`config.mk`:
```
export PLATFORM = sky130hd
export DESIGN_NAME = pnseg_chipgen
export DESIGN_NICKNAME = d
export VERILOG_FILES = /design/src/rtl/pnseg_pkg.sv /design/src/rtl/pnseg_start_table.sv /design/src/rtl/pnseg_path.sv /design/src/rtl/pnseg_period.sv /design/src/rtl/pnseg_chipgen.sv
export SDC_FILE = /design/constraint.sdc
export NUM_CORES = 1
export LEC_CHECK = 0
export BUFFER_PORTS_ARGS = -buffer_cell sky130_fd_sc_hd__buf_4
export CAP_MARGIN = 10
export CORE_ASPECT_RATIO = 1.4
export CORE_MARGIN = 1
export CORE_UTILIZATION = 50
export CTS_BUF_LIST = sky130_fd_sc_hd__clkbuf_8
export DETAILED_ROUTE_END_ITERATION = 6
export GPL_ROUTABILITY_DRIVEN = 0
export PLACE_DENSITY_LB_ADDON = 0.12
export SETUP_SLACK_MARGIN = 0.05
export SLEW_MARGIN = 20
export SYNTH_ARGS = -nofsm -noshare
export SYNTH_HDL_FRONTEND = slang
export SYNTH_SLANG_ARGS = --single-unit
```
`constraint.sdc`:
```
create_clock -name clk -period 2 [get_ports clk]
set_input_delay 0 -clock clk [delete_from_list [all_inputs] [get_ports clk]]
set_output_delay 0 -clock clk [all_outputs]
set_load 0.05 [all_outputs]
```
`src/rtl/pnseg_pkg.sv`:
```
package pnseg_pkg;
  // Base shift register: x^11 + x^9 + 1, Fibonacci form, shifting toward the MSB.
  localparam int LFSR_W = 11;
  localparam int TAP_HI = LFSR_W - 1;
  localparam int TAP_LO = 8;
  localparam logic [LFSR_W-1:0] SEED = '1;

  typedef logic [LFSR_W-1:0] lfsr_t;

  function automatic lfsr_t lfsr_next(input lfsr_t s);
    return {s[LFSR_W-2:0], s[TAP_HI] ^ s[TAP_LO]};
  endfunction

  // The chip presented by a state is its MSB: the oldest bit in the register.
  function automatic logic chip_of(input lfsr_t s);
    return s[LFSR_W-1];
  endfunction
endpackage

```
`src/rtl/pnseg_start_table.sv`:
```
module pnseg_start_table
  import pnseg_pkg::*;
#(
  parameter int NUM_PATHS = 4,
  parameter int SEG_LEN   = 500
) (
  input  logic  clk,
  input  logic  rst_n,
  output lfsr_t start_o [NUM_PATHS],
  output logic  ready_o
);
  localparam int WALK_LEN = (NUM_PATHS - 1) * SEG_LEN;
  localparam int CW       = $clog2(WALK_LEN + 2);

  lfsr_t           walk_q;
  logic [CW-1:0]   cnt_q;
  logic            ready_q;
  lfsr_t           walk_nxt;
  logic [CW-1:0]   cnt_nxt;

  assign walk_nxt = lfsr_next(walk_q);
  assign cnt_nxt  = cnt_q + CW'(1);

  always_ff @(posedge clk) begin
    if (!rst_n) begin
      walk_q  <= SEED;
      cnt_q   <= '0;
      ready_q <= (WALK_LEN == 0);
    end else if (!ready_q) begin
      walk_q <= walk_nxt;
      cnt_q  <= cnt_nxt;
      if (cnt_nxt == CW'(WALK_LEN)) ready_q <= 1'b1;
    end
  end

  assign start_o[0] = SEED;

  for (genvar k = 1; k < NUM_PATHS; k++) begin : g_cap
    lfsr_t cap_q;
    always_ff @(posedge clk) begin
      if (!rst_n)
        cap_q <= SEED;
      else if (!ready_q && cnt_nxt == CW'(k * SEG_LEN))
        cap_q <= walk_nxt;
    end
    assign start_o[k] = cap_q;
  end

  assign ready_o = ready_q;
endmodule

```
`src/rtl/pnseg_path.sv`:
```
module pnseg_path
  import pnseg_pkg::*;
(
  input  logic  clk,
  input  logic  rst_n,
  input  logic  load_i,
  input  logic  step_i,
  input  lfsr_t start_i,
  output lfsr_t state_o,
  output logic  chip_o
);
  lfsr_t state_q;

  always_ff @(posedge clk) begin
    if (!rst_n)      state_q <= SEED;
    else if (load_i) state_q <= start_i;
    else if (step_i) state_q <= lfsr_next(state_q);
  end

  assign state_o = state_q;
  assign chip_o  = chip_of(state_q);
endmodule

```
`src/rtl/pnseg_period.sv`:
```
module pnseg_period #(
  parameter int SEG_LEN = 500
) (
  input  logic clk,
  input  logic rst_n,
  input  logic ready_i,
  input  logic resync_i,
  input  logic chip_en_i,
  output logic load_o,
  output logic step_o,
  output logic wrap_o,
  output logic period_o
);
  localparam int IW = $clog2(SEG_LEN + 1);

  logic [IW-1:0] idx_q;
  logic          running_q;
  logic          pulse_q;
  logic          start_evt;

  assign start_evt = ready_i && resync_i;
  assign wrap_o    = running_q && chip_en_i && !start_evt && (idx_q == IW'(SEG_LEN - 1));
  assign load_o    = start_evt || wrap_o;
  assign step_o    = running_q && chip_en_i && !load_o;

  always_ff @(posedge clk) begin
    if (!rst_n) begin
      idx_q     <= '0;
      running_q <= 1'b0;
      pulse_q   <= 1'b0;
    end else begin
      pulse_q <= load_o;
      if (start_evt) running_q <= 1'b1;
      if (load_o)      idx_q <= '0;
      else if (step_o) idx_q <= idx_q + IW'(1);
    end
  end

  assign period_o = pulse_q;
endmodule

```
`src/rtl/pnseg_chipgen.sv`:
```
module pnseg_chipgen
  import pnseg_pkg::*;
#(
  parameter int NUM_PATHS = 4,
  parameter int SEG_LEN   = 500
) (
  input  logic                 clk,
  input  logic                 rst_n,
  input  logic                 chip_en_i,
  input  logic                 resync_i,
  output logic [NUM_PATHS-1:0] chip_o,
  output logic                 period_o,
  output logic                 ready_o
);
  lfsr_t start_tab [NUM_PATHS];
  lfsr_t path_state [NUM_PATHS];
  logic  load;
  logic  step;
  logic  wrap_evt;
  logic  zero_state;

  pnseg_start_table #(.NUM_PATHS(NUM_PATHS), .SEG_LEN(SEG_LEN)) u_table (
    .clk     (clk),
    .rst_n   (rst_n),
    .start_o (start_tab),
    .ready_o (ready_o)
  );

  pnseg_period #(.SEG_LEN(SEG_LEN)) u_period (
    .clk       (clk),
    .rst_n     (rst_n),
    .ready_i   (ready_o),
    .resync_i  (resync_i),
    .chip_en_i (chip_en_i),
    .load_o    (load),
    .step_o    (step),
    .wrap_o    (wrap_evt),
    .period_o  (period_o)
  );

  for (genvar k = 0; k < NUM_PATHS; k++) begin : g_path
    pnseg_path u_path (
      .clk     (clk),
      .rst_n   (rst_n),
      .load_i  (load),
      .step_i  (step),
      .start_i (start_tab[k]),
      .state_o (path_state[k]),
      .chip_o  (chip_o[k])
    );
  end

  // Named event for the checker: some path register reads all zeros.
  always_comb begin
    zero_state = 1'b0;
    for (int k = 0; k < NUM_PATHS; k++)
      if (path_state[k] == '0) zero_state = 1'b1;
  end
endmodule

```
==> metrics <==
Arrival @ worst endpoint=2200 ps; worst setup margin=46.46 ps; worst-margin pin slew=562.0 ps; Final Hold Fails=0; Tot GR Track Use=20.44%; post-DP HPWL=6.393 mm; Die ar.=10080 um^2; Async SR Flop Fraction=0%; number of max-cap violations=0; synthesized area=4837 um^2; post-DR wirelength/cell=15.00 um; PortBufs=9; initial antenna violation count=0; root buffer cell=clkbuf_8; Worst Path Buf+Inv=0; Syn Area/Cell=8.991 um^2; first-pass GRT wire length=16.52 mm; Critical Path Fanout Max=6; share of cells above drive strength 1=13.53%; final core utilization=57.17%; nets=548; TritonCTS buffer count=9; ANT nets after route=0; Iter 0 DRT Violations=197; startpoint types=flop; hold_sp=rst_n; WL final=9.855 mm; RSZ-0062 raised after global routing=yes; drt pass-1 iters=4; Layout fillers=857; CTS tree=yes; Via density=5.460; WS Path Type=flop to flop; synth unique cells=42; syn_nets=544; WP data required=2250 ps; max-slew violations=0; commonest non-fill, non-tap cell in the layout=dfxtp_1; Slowest-stage cell, CP=or4_4; leakage power total=2.047 nW; Worst Setup End Kind=flop; skew final=10.02 ps; Placement Setup Slack=-41.06 ps; critical path launch point=u_table.cnt_q[1]$_SDFFE_PN0N_; Top-Level Pins=10; max_slew headroom=62.54%; Max VDD drop=280.1 uV; core area=9407 um^2; worst hold-check path type=primary input to flop; Yosys warnings=0; Tmin final=1954 ps; FP Rows=42; Worst path max stage delay=620 ps; Reg clk slew, reported paths=100 ps; clock buffer depth=2; top cells by area, synth=dfxtp_1 46%, mux2i_1 9.1%, nand2_1 6.1%; EDFF count, synth=0; f_max=0.5119 GHz; Primary FF master, synth=dfxtp_1; post-synth top area share=45.94%; largest net degree at the start of global routing=73; vias in the first global route=3555; Critical Path, Cell by Cell=and3_2, xnor2_1, nand2b_1, or4_4, mux2i_1; routed via count=3587; worst skew pair latency=380 ps; PD cells=698.4 nW/um^2; Tcrit/Tclk final=97.68%; die height=118.4 um; grt total ovfl=0; H-tree levels=3; Die Wd=85.13 um; status=completed; commonest non-fill, non-tap cells in the layout=103 x dfxtp_1, 77 x nand2_1, 70 x nor2_1; area leader, netlist=dfxtp_1; DRC viols=0; sequential area share after synthesis=45.94%; diodes inserted=0; R2R Path Start=u_table.cnt_q[1]$_SDFFE_PN0N_; Area Growth Syn to Fin=11.17%; Setup Viol. Count Final=0; clk sinks=111; CP top delay family=simple AND/OR/NAND/NOR gates; initial core utilization=51.42%; #FFs+latches synth=111; cell count after synthesis=538
state kept, by name, summed over array words and instances (netlist names):
name	cells
g_path.u_path.state_o	44
u_period.idx_q	9
u_period.period_o	1
u_period.running_q	1
u_table.cnt_q	11
u_table.g_cap.cap_q	33
u_table.ready_o	1
u_table.walk_q	11
metal layers:
metal	up-vias	GRT usage (%)	routed length [um]
met2	36	34.38	4916
li1	1840	-	-
met3	23	3.561	188
met5	-	0	0
met4	0	8.581	255
met1	1688	25.60	4495
cell usage after synthesis, types with 2 or more instances:
cell type  instances
dfxtp_1          111
nand2_1           79
nor2_1            70
nor2b_1           47
mux2i_1           44
o311ai_0          30
clkbuf_1          28
nand3_1           20
xnor2_1           18
and2_1            14
nand4_1           10
xor2_1             9
buf_4              7
a21oi_1            4
buf_6              4
and3_1             3
and4_1             3
buf_1              3
nor3b_1            3
o21ai_0            3
ha_1               2
nand2b_1           2
nor4_1             2
o2111ai_1          2
o211ai_1           2
or4_1              2
power breakdown:
| group | internal [W] | switching, W | leakage (nW) |
|---|---|---|---|
| combinational | 0.0000398 | 0.0000532 | 1.04 |
| sequential | 0.00222 | 0.0000122 | 0.904 |
| clock | 0.000696 | 0.000737 | 0.106 |
| total | 0.00295 | 0.000803 | 2.05 |
cells by family (layout without fill, tap and decap cells):
family / count (synthesis) / count (layout) / synth area share [%]
and+or+nand+nor: 263 / 264 / 26.64
DFF: 111 / 111 / 45.94
AOI/OAI and AO/OA: 47 / 47 / 8.303
muxes: 44 / 44 / 9.105
buffers and inverters: 44 / 52 / 4.604
xor gates and xnor gates: 27 / 27 / 4.889
adders and majority gates: 2 / 2 / 0.5172
path summary, 6_finish.rpt:
check	to	slack (ps)	cells after the start
setup / recovery	u_table.g_cap[2].cap_q[2]$_SDFFE_PN1P_	50	5
hold / removal	u_table.walk_q[2]$_SDFFE_PN1N_	50	2
hold reg to reg	g_path[0].u_path.state_o[1]$_SDFFE_PP1P_	470	2
setup reg to reg	u_table.g_cap[2].cap_q[2]$_SDFFE_PN1P_	50	5
final cells by class:
type	count	area (um^2)	area share, %
clock buffer	9	123.9	2.303
clock inverter	7	88.84	1.652
inverter	1	3.754	0.06980
multi-input combinational	384	2484	46.18
sequential	111	2240	41.65
tap	110	137.6	2.559
timing repair buffer	35	300.3	5.584
through the flow:
stage	power (W)	area (um^2)	cells	hold WS, ps	setup TNS (ps)
after floorplan	0.002344	4855	538	164.5	0
after global placement	0.002368	5034	636	279.6	0
after detailed placement	0.002371	5034	636	295.0	-242.7
after CTS	0.003801	5278	654	43.07	0
after global routing	0.003909	5378	657	68.04	-0.9912
final	0.003756	5378	657	47.70	0
repair_timing:
action	CTS	global route
setup endpoints to repair	33	66
resized for setup	5	20
hold endpoints to repair	2	0
cloned	0	1
pin swaps	1	3
buffers inserted	0	2
hold buffers	2	0
Note: power is estimated with default switching activity, not from simulation.
